## config.mk

```make
export PLATFORM = sky130hd
export DESIGN_NAME = ldpc_vnode_unit
export DESIGN_NICKNAME = d
export VERILOG_FILES = /design/src/rtl/vnu_pkg.sv /design/src/rtl/vnu_psi_stage.sv /design/src/rtl/vnu_sum_stage.sv /design/src/rtl/vnu_out_stage.sv /design/src/rtl/ldpc_vnode_unit.sv
export SDC_FILE = /design/constraint.sdc
export NUM_CORES = 1
export LEC_CHECK = 0
export ABC_AREA = 1
export ABC_CLOCK_PERIOD_IN_PS = 1900
export BUFFER_PORTS_ARGS = -buffer_cell sky130_fd_sc_hd__clkbuf_2
export CAP_MARGIN = 15
export CORE_ASPECT_RATIO = 0.75
export CORE_MARGIN = 4
export CORE_UTILIZATION = 55
export DETAILED_ROUTE_END_ITERATION = 8
export GPL_TIMING_DRIVEN = 0
export PLACE_DENSITY_LB_ADDON = 0.1
export SYNTH_ARGS = -nofsm -noshare
export SYNTH_HDL_FRONTEND = slang
export SYNTH_SLANG_ARGS = --single-unit
```

## constraint.sdc

```tcl
create_clock -name clk_i -period 1.9 [get_ports clk_i]
set_input_delay 0.095 -clock clk_i [delete_from_list [all_inputs] [get_ports clk_i]]
set_output_delay 0.095 -clock clk_i [all_outputs]
set_load 0.005 [all_outputs]
```

## src/rtl/vnu_pkg.sv

```systemverilog
package vnu_pkg;
  localparam int unsigned MSG_W = 6;
  localparam int unsigned SUM_W = 8;
  localparam int unsigned DEG   = 3;

  typedef logic signed [MSG_W-1:0] msg_t;
  typedef logic signed [SUM_W-1:0] sum_t;

  localparam sum_t SAT_HI = sum_t'((1 << (MSG_W - 1)) - 1);
  localparam sum_t SAT_LO = -SAT_HI - sum_t'(1);

  // sign-aware magnitude transform, two's-complement result
  function automatic sum_t psi_term(input msg_t r);
    logic [MSG_W-1:0] mag;
    sum_t             f;
    mag = r[MSG_W-1] ? MSG_W'(-r) : MSG_W'(r);
    if      (mag <= MSG_W'(1))  f = sum_t'(20);
    else if (mag <= MSG_W'(2))  f = sum_t'(12);
    else if (mag <= MSG_W'(3))  f = sum_t'(8);
    else if (mag <= MSG_W'(5))  f = sum_t'(5);
    else if (mag <= MSG_W'(7))  f = sum_t'(3);
    else if (mag <= MSG_W'(10)) f = sum_t'(2);
    else if (mag <= MSG_W'(15)) f = sum_t'(1);
    else                        f = sum_t'(0);
    return r[MSG_W-1] ? -f : f;
  endfunction

  function automatic msg_t sat_msg(input sum_t s);
    if (s > SAT_HI) return msg_t'(SAT_HI[MSG_W-1:0]);
    if (s < SAT_LO) return msg_t'(SAT_LO[MSG_W-1:0]);
    return msg_t'(s[MSG_W-1:0]);
  endfunction
endpackage

```

## src/rtl/vnu_psi_stage.sv

```systemverilog
module vnu_psi_stage
  import vnu_pkg::*;
(
  input  logic                   clk_i,
  input  logic                   rst_ni,
  input  logic                   valid_i,
  input  logic [DEG*MSG_W-1:0]   c2v_i,
  input  msg_t                   intr_i,
  output logic                   valid_o,
  output sum_t                   term_o [DEG],
  output sum_t                   nint_o
);
  logic valid_q;
  sum_t term_q [DEG];
  sum_t nint_q;

  always_ff @(posedge clk_i or negedge rst_ni) begin
    if (!rst_ni) begin
      valid_q <= 1'b0;
      nint_q  <= '0;
      for (int k = 0; k < DEG; k++) term_q[k] <= '0;
    end else begin
      valid_q <= valid_i;
      if (valid_i) begin
        nint_q <= -sum_t'(intr_i);
        for (int k = 0; k < DEG; k++)
          term_q[k] <= psi_term(msg_t'(c2v_i[k*MSG_W +: MSG_W]));
      end
    end
  end

  assign valid_o = valid_q;
  assign nint_o  = nint_q;

  for (genvar k = 0; k < DEG; k++) begin : g_term
    assign term_o[k] = term_q[k];

    // a nonzero term keeps the sign of the message it came from
    a_r3_sign_kept: assert property (@(posedge clk_i) disable iff (!rst_ni)
      (valid_q && term_q[k] != '0) |->
        (term_q[k][SUM_W-1] == $past(c2v_i[k*MSG_W + MSG_W - 1])));
  end
endmodule

```

## src/rtl/vnu_sum_stage.sv

```systemverilog
module vnu_sum_stage
  import vnu_pkg::*;
(
  input  logic clk_i,
  input  logic rst_ni,
  input  logic valid_i,
  input  sum_t term_i [DEG],
  input  sum_t nint_i,
  output logic valid_o,
  output sum_t excl_o [DEG],
  output sum_t tail_o,
  output sum_t nint_o
);
  logic valid_q;
  sum_t excl_d [DEG];
  sum_t excl_q [DEG];
  sum_t tail_q;
  sum_t nint_q;

  // per-edge sum over all other edges
  always_comb begin
    for (int k = 0; k < DEG; k++) begin
      excl_d[k] = '0;
      for (int j = 0; j < DEG; j++)
        if (j != k) excl_d[k] = excl_d[k] + term_i[j];
    end
  end

  always_ff @(posedge clk_i or negedge rst_ni) begin
    if (!rst_ni) begin
      valid_q <= 1'b0;
      tail_q  <= '0;
      nint_q  <= '0;
      for (int k = 0; k < DEG; k++) excl_q[k] <= '0;
    end else begin
      valid_q <= valid_i;
      if (valid_i) begin
        tail_q <= term_i[DEG-1] + nint_i;
        nint_q <= nint_i;
        for (int k = 0; k < DEG; k++) excl_q[k] <= excl_d[k];
      end
    end
  end

  assign valid_o = valid_q;
  assign tail_o  = tail_q;
  assign nint_o  = nint_q;
  for (genvar k = 0; k < DEG; k++) begin : g_out
    assign excl_o[k] = excl_q[k];
  end

  // strobe advances one stage per edge
  a_r2_valid_step_sum: assert property (@(posedge clk_i) disable iff (!rst_ni)
    valid_q == $past(valid_i));
endmodule

```

## src/rtl/vnu_out_stage.sv

```systemverilog
module vnu_out_stage
  import vnu_pkg::*;
(
  input  logic                 clk_i,
  input  logic                 rst_ni,
  input  logic                 valid_i,
  input  sum_t                 excl_i [DEG],
  input  sum_t                 tail_i,
  input  sum_t                 nint_i,
  output logic                 valid_o,
  output logic [DEG*MSG_W-1:0] v2c_o,
  output logic                 hard_o
);
  logic valid_q;
  msg_t v2c_q [DEG];
  logic hard_q;
  sum_t total;

  // total over all edges: (all but last) + (last + negated intrinsic)
  assign total = excl_i[DEG-1] + tail_i;

  always_ff @(posedge clk_i or negedge rst_ni) begin
    if (!rst_ni) begin
      valid_q <= 1'b0;
      hard_q  <= 1'b0;
      for (int k = 0; k < DEG; k++) v2c_q[k] <= '0;
    end else begin
      valid_q <= valid_i;
      if (valid_i) begin
        hard_q <= total[SUM_W-1];
        for (int k = 0; k < DEG; k++) v2c_q[k] <= sat_msg(excl_i[k] + nint_i);
      end
    end
  end

  assign valid_o = valid_q;
  assign hard_o  = hard_q;
  for (genvar k = 0; k < DEG; k++) begin : g_pack
    assign v2c_o[k*MSG_W +: MSG_W] = v2c_q[k];
  end

  // strobe advances one stage per edge
  a_r2_valid_step_out: assert property (@(posedge clk_i) disable iff (!rst_ni)
    valid_q == $past(valid_i));

  // idle slots leave the results untouched
  a_r7_hold_idle: assert property (@(posedge clk_i) disable iff (!rst_ni)
    !valid_i |=> ($stable(v2c_o) && $stable(hard_o)));
endmodule

```

## src/rtl/ldpc_vnode_unit.sv

```systemverilog
module ldpc_vnode_unit
  import vnu_pkg::*;
(
  input  logic                        clk_i,
  input  logic                        rst_ni,
  input  logic                        valid_i,
  input  logic [DEG*MSG_W-1:0]        c2v_i,
  input  logic signed [MSG_W-1:0]     intr_i,
  output logic                        valid_o,
  output logic [DEG*MSG_W-1:0]        v2c_o,
  output logic                        hard_o
);
  logic s1_valid;
  sum_t s1_term [DEG];
  sum_t s1_nint;
  logic s2_valid;
  sum_t s2_excl [DEG];
  sum_t s2_tail;
  sum_t s2_nint;

  vnu_psi_stage i_psi (
    .clk_i   (clk_i),
    .rst_ni  (rst_ni),
    .valid_i (valid_i),
    .c2v_i   (c2v_i),
    .intr_i  (intr_i),
    .valid_o (s1_valid),
    .term_o  (s1_term),
    .nint_o  (s1_nint)
  );

  vnu_sum_stage i_sum (
    .clk_i   (clk_i),
    .rst_ni  (rst_ni),
    .valid_i (s1_valid),
    .term_i  (s1_term),
    .nint_i  (s1_nint),
    .valid_o (s2_valid),
    .excl_o  (s2_excl),
    .tail_o  (s2_tail),
    .nint_o  (s2_nint)
  );

  vnu_out_stage i_out (
    .clk_i   (clk_i),
    .rst_ni  (rst_ni),
    .valid_i (s2_valid),
    .excl_i  (s2_excl),
    .tail_i  (s2_tail),
    .nint_i  (s2_nint),
    .valid_o (valid_o),
    .v2c_o   (v2c_o),
    .hard_o  (hard_o)
  );
endmodule

```

==> impl_table.tex <==
\begin{tabular}{lr}
\hline
Metric & Value \\
\hline
\multicolumn{2}{l}{\textbf{Final layout}} \\
\quad Area growth, synth to finish & 22.93\% \\
\quad Final design instance area without fill & 0.008257 mm2 \\
\quad Number of inserted diodes & 0 \\
\quad Most used cells in the layout excluding fill and tap cells & nand2\_1 (267), dfrtp\_1 (82), inv\_1 (76) \\
\quad Non-filler instance count after layout & 1143 \\
\quad Most common cell after layout, fill and taps aside & nand2\_1 \\
\quad Total Nets Final & 1073 \\
\quad Share of layout cells above drive strength 1 & 25.48\% \\
\multicolumn{2}{l}{\textbf{Pwr}} \\
\quad Max VDD drop & 0.5928 mV \\
\quad Static Leak & 0.004128 uW \\
\quad Design Power & 9263 uW \\
\quad PD cells & 1122 mW/mm2 \\
\multicolumn{2}{l}{\textbf{Run status}} \\
\quad Violated checks & setup timing \\
\quad Outcome & finished with violations \\
\multicolumn{2}{l}{\textbf{STA}} \\
\quad Final number of hold-violating endpoints & 0 \\
\quad Tightest hold margin & 0.04109 ns \\
\quad Normalized max-slew margin & 60.43\% \\
\quad Share of the clock period used by the worst path & 102.6\% \\
\quad Min Clock Period, post-route & 1.948 ns \\
\quad Clock Skew & 0.006052 ns \\
\quad Post-route worst setup slack & -0.04850 ns \\
\quad Transition time at the pin with the least slew margin & 0.5936 ns \\
\quad Setup repair after global routing missed its margin & true \\
\quad Max-slew violation total from the final report & 0 \\
\quad Total setup violations reported at the end of the flow & 12 \\
\quad Maximum clock rate & 513.2 MHz \\
\multicolumn{2}{l}{\textbf{Floorplanning}} \\
\quad Die height & 103.7 um \\
\quad Core Area & 0.01178 mm2 \\
\quad Die X-Extent & 135.6 um \\
\quad Starting utilization of the core area & 57.00\% \\
\quad I/O pin cnt & 47 \\
\quad Number of placement rows & 34 \\
\quad Die area & 0.01406 mm2 \\
\multicolumn{2}{l}{\textbf{Worst setup path}} \\
\quad Critical path, cell by cell & buf\_6 -> ha\_4 -> nand2\_2 -> inv\_2 -> nand4\_1 -> nand3\_1 -> nand2\_1 -> nand2\_1 -> nand2\_2 -> o21ai\_4 -> a21oi\_2 \\
\quad Required time of the critical path & 2.13 ns \\
\quad Worst path max stage delay & 0.50 ns \\
\quad Kind of end point of the critical path & flip-flop \\
\quad Maximum fanout count along the critical path & 5 \\
\quad Type of element launching the critical path & flip-flop \\
\quad Arrival @ worst endpoint & 2.18 ns \\
\quad Critical-path top delay cell & dfrtp\_2 \\
\quad Cell family with the largest share of critical-path delay & flip-flops \\
\quad Total buffers and inverters traversed by the critical path & 2 \\
\quad Worst setup path category & reg -> reg \\
\quad Depth of the worst register-to-register path & 11 \\
\quad Levels on crit path & 11 \\
\multicolumn{2}{l}{\textbf{Min path}} \\
\quad Instance count along the most critical hold path & 3 \\
\quad Worst hold path class & in -> reg \\
\multicolumn{2}{l}{\textbf{Place}} \\
\quad Number of cells after detailed placement & 1102 \\
\quad Post-DP Area & 0.007169 mm2 \\
\quad Worst slack after detailed placement & -0.2476 ns \\
\quad Routability congestion estimate & 0.9209 \\
\quad Count of input and output buffers & 44 \\
\quad Post-DP HPWL & 13920 um \\
\multicolumn{2}{l}{\textbf{Clocking}} \\
\quad Clock transition time at the flip-flop clock pins of the worst setup and hold paths & 0.07 ns \\
\quad Num Clock Sinks & 94 \\
\quad Max Root-Sink Buffers & 2 \\
\quad H-Tree Depth & 3 \\
\quad Master cell of the clock root buffer & clkbuf\_16 \\
\quad CTS tree & built \\
\quad Clock Latency Late Sink & 0.35 ns \\
\quad Number of buffers added by the clock tree synthesis step & 9 \\
\multicolumn{2}{l}{\textbf{Drt}} \\
\quad Total vias in the final route & 6475 \\
\quad Drt initial violations & 529 \\
\quad Drt via density & 5.665 \\
\quad Router iterations before antenna repair & 5 \\
\quad DRC errors left & 0 \\
\quad Wire per inst & 16.52 um \\
\quad Final wirelength & 18880 um \\
\quad Routed Antenna Nets & 0 \\
\multicolumn{2}{l}{\textbf{Synthesis}} \\
\quad Syn. warnings & 0 \\
\quad Combined area of all synthesized cells & 0.006716 mm2 \\
\quad Cell variety after synth & 46 \\
\quad Post-Synthesis Net Count & 992 \\
\quad Syn avg cell area & 7.504 um2 \\
\quad Share of synthesized flip-flops with an asynchronous set or reset & 100.0\% \\
\quad Top cell type's share of synthesized area & 35.02\% \\
\quad Post-Syn Instances & 895 \\
\quad Number of synthesized register bits & 94 \\
\quad Seq/Total Area, Yosys & 35.02\% \\
\quad Most used flip-flop cell after synthesis & dfrtp\_1 \\
\quad Number of synthesized flops with an enable pin & 0 \\
\quad Leading area contributor after synthesis & dfrtp\_1 \\
\quad Most area-consuming cells after synthesis & dfrtp\_1 (35\%), nand2\_1 (17\%), ha\_1 (12\%) \\
\multicolumn{2}{l}{\textbf{Global route}} \\
\quad Wire length of the first global-routing pass & 29770 um \\
\quad Vias in the first global route & 6088 \\
\quad Residual overflow from global routing & 0 \\
\quad Initial antenna violation count & 0 \\
\quad Overall global routing resource usage & 26.16\% \\
\quad Largest net degree at the start of global routing & 62 \\
\multicolumn{2}{l}{\textbf{Run}} \\
\quad MaxCap Viol Count & 0 \\
\hline
\end{tabular}
[layout make-up]
cell class / count / area (um2)
plain buffers: 19 / 96.34
clock buffers: 10 / 229.0
clock inverters: 6 / 46.29
fillers: 957 / 3527
inverters: 99 / 381.6
flip-flops and latches: 94 / 2367
multi-input cells: 683 / 4471
repair buffers: 70 / 462.9
well taps: 162 / 202.7
[per-stage QoR]
step,util (%),setup TNS [ns]
after floorplan,-,0
after global placement,60.59,-34.88
after global routing,70.07,-2.018
after CTS,65.57,-0.08504
after detailed placement,60.84,-3.190
final,70.07,-0.3356
[final timing paths]
check	to	startpoint	slack, ns
setup / recovery	i_out.v2c_o[3]	i_sum.nint_o[4]	-0.05
hold / removal	i_psi.term_o[6]	c2v_i[17]	0.04
setup reg to reg	i_out.v2c_o[3]	i_sum.nint_o[4]	-0.05
hold reg to reg	i_out.valid_o	i_sum.valid_o	0.38
max in group asynchronous	i_sum.nint_o[2]	rst_ni	0.95
min in group asynchronous	i_psi.nint_o[2]	rst_ni	0.27
[routing by layer]
layer | up-vias | global-route usage, % | share of wire (%)
li1 | 3103 | - | -
met3 | 25 | 5.475 | 7.4
met4 | 0 | 4.532 | 1.4
met2 | 232 | 40.27 | 45
met5 | - | 0 | 0
met1 | 3115 | 38.65 | 46
[worst register-to-register path, cell delays in order, from the launching register on]
cell and delay (ns):
dfrtp_2 0.50, buf_6 0.16, ha_4 0.28, nand2_2 0.05, inv_2 0.07, nand4_1 0.13
nand3_1 0.12, nand2_1 0.07, nand2_1 0.07, nand2_2 0.06, o21ai_4 0.24, a21oi_2 0.08
[report_power, final]
group	switching [uW]	total, uW	internal [uW]
logic	2530	4450	1920
clock network	832	1730	896
registers	565	3090	2520
[cell families after synthesis]
family | count (synthesis) | share of synthesized area, %
flip-flops | 94 | 35.02
AO/OA/AOI/OAI | 142 | 12.16
buffers and inverters | 118 | 7.079
XOR/XNOR | 26 | 3.390
AND/OR/NAND/NOR | 445 | 28.52
adder cells (fa/ha/maj) | 70 | 13.82
[Yosys cell counts (all sizes together) (6+ instances only)]
cell type	count
nand3	56
nand4	25
inv	96
ha	63
xor2	22
dfrtp	94
nand2	306
nor2	46
o21ai	54
buf	7
fa	7
a21oi	65
clkbuf	12
o21a	6
[registers in the layout, summed over array words and instances (netlist names)]
name	count
i_out.hard_o	1
i_out.v2c_o	18
i_out.valid_o	1
i_psi.nint_o	8
i_psi.term_o	24
i_psi.valid_o	1
i_sum.excl_o	24
i_sum.nint_o	8
i_sum.tail_o	8
i_sum.valid_o	1
[repair_timing]
item                                    4_1_cts  5_1_grt
pin swaps                                    13       41
buffers inserted                              9       14
resized for setup                            45       99
endpoints found under the setup margin       21       27
hold buffers                                  2        0
hold endpoints to repair                     34        0
(Power assumes the default switching activity.)
